**src/rtl/simd_alu_pkg.sv**
```systemverilog
package simd_alu_pkg;
  typedef enum logic [1:0] {
    LANE_8  = 2'b00,
    LANE_16 = 2'b01,
    LANE_32 = 2'b10,
    LANE_64 = 2'b11
  } lane_mode_e;

  typedef enum logic [2:0] {
    OP_ADD  = 3'd0,
    OP_SUB  = 3'd1,
    OP_ADDS = 3'd2,
    OP_SUBS = 3'd3,
    OP_SAD  = 3'd4
  } alu_op_e;
endpackage

```
**src/rtl/simd_lane_adder.sv**
```systemverilog
module simd_lane_adder #(
  parameter int NB = 8
) (
  input  logic [NB*8-1:0] a_i,
  input  logic [NB*8-1:0] b_i,
  input  logic            sub_i,
  input  logic [NB-1:0]   lane_start_i,
  output logic [NB*8-1:0] sum_o,
  output logic [NB-1:0]   b_msb_o,
  output logic [NB-1:0]   cout_o
);
  logic [NB*8-1:0] b_eff;
  logic [NB-1:0]   co;

  assign b_eff  = sub_i ? ~b_i : b_i;
  assign cout_o = co;

  for (genvar k = 0; k < NB; k++) begin : g_byte
    logic cin;
    if (k == 0) begin : g_first
      assign cin = sub_i;
    end else begin : g_chain
      // cut the chain at a lane start: inject the add/sub carry instead
      assign cin = lane_start_i[k] ? sub_i : co[k-1];
    end
    assign {co[k], sum_o[8*k +: 8]} = {1'b0, a_i[8*k +: 8]} + {1'b0, b_eff[8*k +: 8]} + {8'd0, cin};
    assign b_msb_o[k] = b_eff[8*k+7];
  end
endmodule

```
**src/rtl/simd_saturate.sv**
```systemverilog
module simd_saturate #(
  parameter int NB    = 8,
  parameter int IDX_W = $clog2(NB)
) (
  input  logic [NB*8-1:0]  sum_i,
  input  logic [NB-1:0]    a_msb_i,
  input  logic [NB-1:0]    b_msb_i,
  input  logic [NB-1:0]    cout_i,
  input  logic [IDX_W-1:0] lane_msk_i,
  input  logic             sat_en_i,
  input  logic             signed_i,
  input  logic             sub_i,
  output logic [NB*8-1:0]  res_o
);
  logic [NB-1:0] hit;
  logic [NB-1:0] up;

  // flags are meaningful only at the top byte of each lane
  always_comb begin
    for (int k = 0; k < NB; k++) begin
      logic s_msb, ovf_s;
      s_msb = sum_i[8*k+7];
      ovf_s = (a_msb_i[k] == b_msb_i[k]) && (s_msb != a_msb_i[k]);
      hit[k] = signed_i ? ovf_s : (sub_i ? ~cout_i[k] : cout_i[k]);
      up[k]  = signed_i ? ~a_msb_i[k] : ~sub_i;
    end
  end

  always_comb begin
    for (int k = 0; k < NB; k++) begin
      logic [IDX_W-1:0] idx, top;
      logic             is_top;
      idx    = IDX_W'(k);
      top    = idx | lane_msk_i;
      is_top = (top == idx);
      if (sat_en_i && hit[top]) begin
        if (signed_i && is_top) res_o[8*k +: 8] = up[top] ? 8'h7f : 8'h80;
        else                    res_o[8*k +: 8] = up[top] ? 8'hff : 8'h00;
      end else begin
        res_o[8*k +: 8] = sum_i[8*k +: 8];
      end
    end
  end
endmodule

```
**src/rtl/simd_sad.sv**
```systemverilog
module simd_sad #(
  parameter int NB    = 8,
  parameter int SAD_W = $clog2(NB*255+1)
) (
  input  logic [NB*8-1:0]  a_i,
  input  logic [NB*8-1:0]  b_i,
  output logic [SAD_W-1:0] sad_o
);
  always_comb begin
    logic [SAD_W-1:0] acc;
    acc = '0;
    for (int k = 0; k < NB; k++) begin
      logic [7:0] x, y, d;
      x = a_i[8*k +: 8];
      y = b_i[8*k +: 8];
      d = (x > y) ? (x - y) : (y - x);
      acc = acc + SAD_W'(d);
    end
    sad_o = acc;
  end
endmodule

```
**src/rtl/simd_alu.sv**
```systemverilog
module simd_alu
  import simd_alu_pkg::*;
#(
  parameter int DATA_W = 64
) (
  input  logic              clk_i,
  input  logic              rst_ni,
  input  logic [DATA_W-1:0] op_a_i,
  input  logic [DATA_W-1:0] op_b_i,
  input  logic [2:0]        opcode_i,
  input  logic [1:0]        lane_mode_i,
  input  logic              signed_i,
  output logic [DATA_W-1:0] result_o
);
  localparam int NB    = DATA_W / 8;
  localparam int IDX_W = $clog2(NB);
  localparam int SAD_W = $clog2(NB*255+1);

  alu_op_e          op;
  lane_mode_e       mode;
  logic [IDX_W-1:0] lane_msk;
  logic [NB-1:0]    lane_start, a_msb, b_msb, cout;
  logic [DATA_W-1:0] sum, sat_res, res_d;
  logic [SAD_W-1:0] sad;
  logic             is_sub, sat_en;

  assign op   = alu_op_e'(opcode_i);
  assign mode = lane_mode_e'(lane_mode_i);

  always_comb begin
    unique case (mode)
      LANE_8:  lane_msk = IDX_W'(0);
      LANE_16: lane_msk = IDX_W'(1);
      LANE_32: lane_msk = IDX_W'(3);
      default: lane_msk = '1;
    endcase
  end

  for (genvar k = 0; k < NB; k++) begin : g_lane
    assign lane_start[k] = (IDX_W'(k) & lane_msk) == '0;
    assign a_msb[k]      = op_a_i[8*k+7];
  end

  assign is_sub = (op == OP_SUB) || (op == OP_SUBS);
  assign sat_en = ((op == OP_ADDS) || (op == OP_SUBS)) && (mode != LANE_64);

  simd_lane_adder #(.NB(NB)) u_adder (
    .a_i          (op_a_i),
    .b_i          (op_b_i),
    .sub_i        (is_sub),
    .lane_start_i (lane_start),
    .sum_o        (sum),
    .b_msb_o      (b_msb),
    .cout_o       (cout)
  );

  simd_saturate #(.NB(NB), .IDX_W(IDX_W)) u_sat (
    .sum_i      (sum),
    .a_msb_i    (a_msb),
    .b_msb_i    (b_msb),
    .cout_i     (cout),
    .lane_msk_i (lane_msk),
    .sat_en_i   (sat_en),
    .signed_i   (signed_i),
    .sub_i      (is_sub),
    .res_o      (sat_res)
  );

  simd_sad #(.NB(NB), .SAD_W(SAD_W)) u_sad (
    .a_i   (op_a_i),
    .b_i   (op_b_i),
    .sad_o (sad)
  );

  always_comb begin
    case (op)
      OP_ADD, OP_SUB, OP_ADDS, OP_SUBS: res_d = sat_res;
      OP_SAD:                           res_d = DATA_W'(sad);
      default:                          res_d = '0;
    endcase
  end

  always_ff @(posedge clk_i or negedge rst_ni) begin
    if (!rst_ni) result_o <= '0;
    else         result_o <= res_d;
  end
endmodule

```
**config.mk**
```make
export PLATFORM = sky130hd
export DESIGN_NAME = simd_alu
export DESIGN_NICKNAME = d
export VERILOG_FILES = /design/src/rtl/simd_alu_pkg.sv /design/src/rtl/simd_lane_adder.sv /design/src/rtl/simd_saturate.sv /design/src/rtl/simd_sad.sv /design/src/rtl/simd_alu.sv
export SDC_FILE = /design/constraint.sdc
export NUM_CORES = 1
export LEC_CHECK = 0
export ABC_AREA = 0
export ABC_CLOCK_PERIOD_IN_PS = 800
export CORE_MARGIN = 3
export CORE_UTILIZATION = 35
export DETAILED_ROUTE_END_ITERATION = 8
export GPL_TIMING_DRIVEN = 0
export HOLD_SLACK_MARGIN = 0.06
export PLACE_DENSITY = 0.58
export SLEW_MARGIN = 20
export SYNTH_ARGS = -nofsm -noshare
export SYNTH_HDL_FRONTEND = slang
export SYNTH_SLANG_ARGS = --single-unit
```
**constraint.sdc**
```tcl
create_clock -name clk_i -period 0.8 [get_ports clk_i]
set_input_delay 0.12 -clock clk_i [delete_from_list [all_inputs] [get_ports clk_i]]
set_output_delay 0.12 -clock clk_i [all_outputs]
set_load 0.005 [all_outputs]
```
==> tab_implementation.tex <==
\begin{tabular}{lr}
\hline
Metric & Value \\
\hline
\multicolumn{2}{l}{\textbf{Clock network}} \\
\quad Clock edge transition at the registers on the reported setup and hold paths & 70 ps \\
\quad Buffer levels on the longest clock path & 2 \\
\quad CTS Root Buffer Type & sky130\_fd\_sc\_hd\_\_clkbuf\_16 \\
\quad Total clock buffers created by CTS & 9 \\
\quad Clock net sink count & 64 \\
\quad Clock tree from TritonCTS & yes \\
\quad \# H-tree levels & 3 \\
\multicolumn{2}{l}{\textbf{STA}} \\
\quad Max-slew violation total from the final report & 0 \\
\quad Period minus WS final & 13970 ps \\
\quad RSZ-0062 raised after global routing & true \\
\quad Number of hold-slack violations in the final timing report & 30 \\
\quad Final Cycle Share & 17.46 \\
\quad Total Neg Setup Slack & -637020 ps \\
\quad Highest attainable clock frequency & 0.07158 GHz \\
\quad Slew of the pin with the lowest slew margin & 1069 ps \\
\quad Relative slew slack & 0.2689 \\
\quad Minimum setup slack in the final design & -13170 ps \\
\quad Final count of negative-setup-slack endpoints & 128 \\
\quad Worst hold-check slack & -280.3 ps \\
\multicolumn{2}{l}{\textbf{Global route}} \\
\quad GRT Util Overall & 0.2091 \\
\quad Via count of the first global-routing pass & 11.56k \\
\quad Grt total ovfl & 0 \\
\quad Pin count of the biggest net entering global routing & 35 \\
\quad Antenna violations before repair & 0 \\
\quad Wire length of the first global-routing pass & 63270 µm \\
\multicolumn{2}{l}{\textbf{Cells and area}} \\
\quad Largest Register & result\_o \\
\quad Flip-flop count of the largest register after layout & 64 \\
\quad Top flop regs & result\_o: 64 flops \\
\quad Ant diodes & 0 \\
\quad Ratio of cells with drive above 1 in the final layout & 0.1737 \\
\quad Fill cell total of the finished layout & 3390 \\
\quad Post-Layout Cell Count & 2205 \\
\quad Utilization after layout & 0.4685 \\
\quad Final \#Nets & 2150 \\
\quad Area grow syn2layout & 30.11\% \\
\multicolumn{2}{l}{\textbf{Critical path}} \\
\quad Cell with the most instances on the worst path & sky130\_fd\_sc\_hd\_\_fa\_2 \\
\quad CP max stage delay & 450 ps \\
\quad Setup crit start kind & primary input \\
\quad Arr. time, crit path & 14200 ps \\
\quad Highest net fanout along the worst path & 8 \\
\quad Slowest stage cell, crit path & sky130\_fd\_sc\_hd\_\_o41ai\_4 \\
\quad Critical setup path kind & primary input to flip-flop \\
\quad Kind of capture point of the worst setup path & flip-flop \\
\quad Worst path required time & 1030 ps \\
\multicolumn{2}{l}{\textbf{Routing}} \\
\quad Number of optimization iterations in the first detailed-route pass & 6 \\
\quad Count of antenna-violating nets left after detailed routing & 0 \\
\quad Remaining DRCs & 0 \\
\quad Detail-routed via count per cell & 5.268 \\
\quad Per-cell routed wire length & 18.79 µm \\
\quad First DRT Iteration DRCs & 792 \\
\quad Sum of routed wire length over all layers & 41440 µm \\
\quad Routed via count & 11.62k \\
\multicolumn{2}{l}{\textbf{Synthesis}} \\
\quad Yosys warns & 0 \\
\quad Cell type with the highest aggregate area in the netlist & sky130\_fd\_sc\_hd\_\_ha\_1 \\
\quad Mean instance size in the synthesized netlist & 8.496 µm² \\
\quad Post-Syn Area & 12590 µm² \\
\quad Proportion of register bits with asynchronous set or reset after synthesis & 1.000 \\
\quad Leading register cell type out of synthesis & sky130\_fd\_sc\_hd\_\_dfrtp\_1 \\
\quad Instance count of the mapped netlist & 1482 \\
\quad Sequential share of the synthesized area & 0.1272 \\
\quad Count of flip-flops with a built-in enable after synthesis & 0 \\
\quad Portion of synthesized cell area occupied by the leading cell type & 0.1978 \\
\quad Unique masters post-synth & 71 \\
\quad Syn nets & 1887 \\
\quad Flip-flop and latch count after synthesis & 64 \\
\quad Ranking of synthesized cells by area & sky130\_fd\_sc\_hd\_\_ha\_1 (20\%), sky130\_fd\_sc\_hd\_\_dfrtp\_1 (13\%), sky130\_fd\_sc\_hd\_\_fa\_1 (11\%) \\
\multicolumn{2}{l}{\textbf{Min path}} \\
\quad Hold/Removal Path Class & primary input to asynchronous set/reset pin \\
\multicolumn{2}{l}{\textbf{Pwr}} \\
\quad Static leakage & 7.715 nW \\
\quad VDD IR max & 3667 µV \\
\quad Ratio of total power to cell area & 2745 nW/µm² \\
\multicolumn{2}{l}{\textbf{Placed design}} \\
\quad Inst Count DP & 2136 \\
\quad Count of input and output buffers & 198 \\
\quad Placed wire-length estimate after detailed placement & 34040 µm \\
\quad Post-placement setup slack & -16010 ps \\
\quad Last weighted congestion value of the routability-driven placer & 0.9076 \\
\multicolumn{2}{l}{\textbf{Floorplanning}} \\
\quad Count of standard-cell rows & 68 \\
\quad Io pins & 200 \\
\quad Initial Util & 0.3601 \\
\quad Die Span Y & 195.7 µm \\
\quad Core footprint & 34970 µm² \\
\quad Die extent in x & 195.7 µm \\
\quad Full die area & 38280 µm² \\
\multicolumn{2}{l}{\textbf{Run status}} \\
\quad Status & finished with violations \\
\quad Violated checks & hold timing, setup timing \\
\multicolumn{2}{l}{\textbf{Run}} \\
\quad Reported max-cap violation count & 0 \\
\hline
\end{tabular}
[synthesized netlist by cell type, drive strengths merged, types with 8 or more instances]
master	count
ha	199
inv	188
xnor2	135
a21oi	121
nor2	81
o21ai	75
fa	70
dfrtp	64
nand2	64
mux2i	46
xor2	45
a21o	41
mux2	28
clkbuf	24
o21bai	24
nand2b	21
nor2b	20
a211oi	19
a31oi	18
nor3	17
nand3	15
nand4	15
o211ai	14
buf	12
or3	11
o21a	9
a221oi	8
o22ai	8
or2	8
[critical path: cells and delay by family]
kind	cells	cell delay (ps)
buffers and inverters	3	450
AND/OR/NAND/NOR	6	1060
XOR/XNOR	2	200
multiplexers	1	320
adder cells (fa/ha/maj)	15	5950
AO/OA/AOI/OAI	31	6030
[final cells by class]
cell class / count / area (µm²) / share of cell area
well taps: 455 / 569.3 / 0.03475
repair buffers: 255 / 2132 / 0.1301
clock inverters: 7 / 105.1 / 0.006416
plain buffers: 33 / 168.9 / 0.01031
clock buffers: 9 / 225.2 / 0.01375
flip-flops and latches: 64 / 1602 / 0.09776
multi-input cells: 1193 / 10870 / 0.6636
inverters: 189 / 709.4 / 0.04331
[cell usage in the layout, fill, tap and decap left out, types with 40 or more instances in the layout]
cell type                           n
sky130_fd_sc_hd__ha_1             196
sky130_fd_sc_hd__inv_1            183
sky130_fd_sc_hd__xnor2_1          130
sky130_fd_sc_hd__clkdlybuf4s50_1  124
sky130_fd_sc_hd__a21oi_1          107
sky130_fd_sc_hd__nor2_1            75
sky130_fd_sc_hd__buf_2             65
sky130_fd_sc_hd__dfrtp_1           64
sky130_fd_sc_hd__nand2_1           56
sky130_fd_sc_hd__fa_1              55
sky130_fd_sc_hd__o21ai_0           53
sky130_fd_sc_hd__buf_4             51
sky130_fd_sc_hd__mux2i_1           45
sky130_fd_sc_hd__xor2_1            45
sky130_fd_sc_hd__a21o_1            40
[routing by layer]
metal / up-vias / wire length (µm) / part of all wire / track usage
li1: 5660 / - / - / -
met1: 5556 / 19040 / 0.46 / 0.2869
met2: 357 / 19430 / 0.47 / 0.3524
met3: 44 / 2234 / 0.054 / 0.02748
met4: 0 / 740 / 0.018 / 0.04568
met5: - / 0 / 0 / 0
[worst paths after layout]
check,start,end,slack (ps),cells past startpoint
min in group clk_i,opcode_i[2],result_o[28]$_DFF_PN0_,310,4
max in group asynchronous,rst_ni,result_o[0]$_DFF_PN0_,500,2
worst max-delay path,opcode_i[2],result_o[55]$_DFF_PN0_,-13170,58
worst min-delay path,rst_ni,result_o[25]$_DFF_PN0_,-280,1
[stage by stage]
stage	total power, mW	instance area [µm²]
2_1_floorplan	32.96	12800
3_3_place_gp	39.38	15350
3_5_place_dp	39.78	15370
4_1_cts	44.74	16020
5_1_grt	47.50	16380
6_report	44.97	16380
[repair_timing]
item	CTS	global route
buffers inserted	35	22
endpoints found under the hold margin	30	30
gates resized for setup	359	57
pin swaps	69	69
endpoints found under the setup margin	128	128
[report_power, final]
group	total [mW]	internal, mW	switching (mW)
clock network	4.71	2.77	1.93
registers	4.32	4.00	0.322
logic	35.9	16.6	19.3
[kinds of logic after synthesis]
kind of cell | share of synthesized area
AND/OR/NAND/NOR | 0.1118
multiplexers | 0.06161
adder cells (fa/ha/maj) | 0.3091
buffers and inverters | 0.06797
AO/OA/AOI/OAI | 0.1972
XOR/XNOR | 0.1252
flip-flops | 0.1272
(Power assumes the default switching activity.)
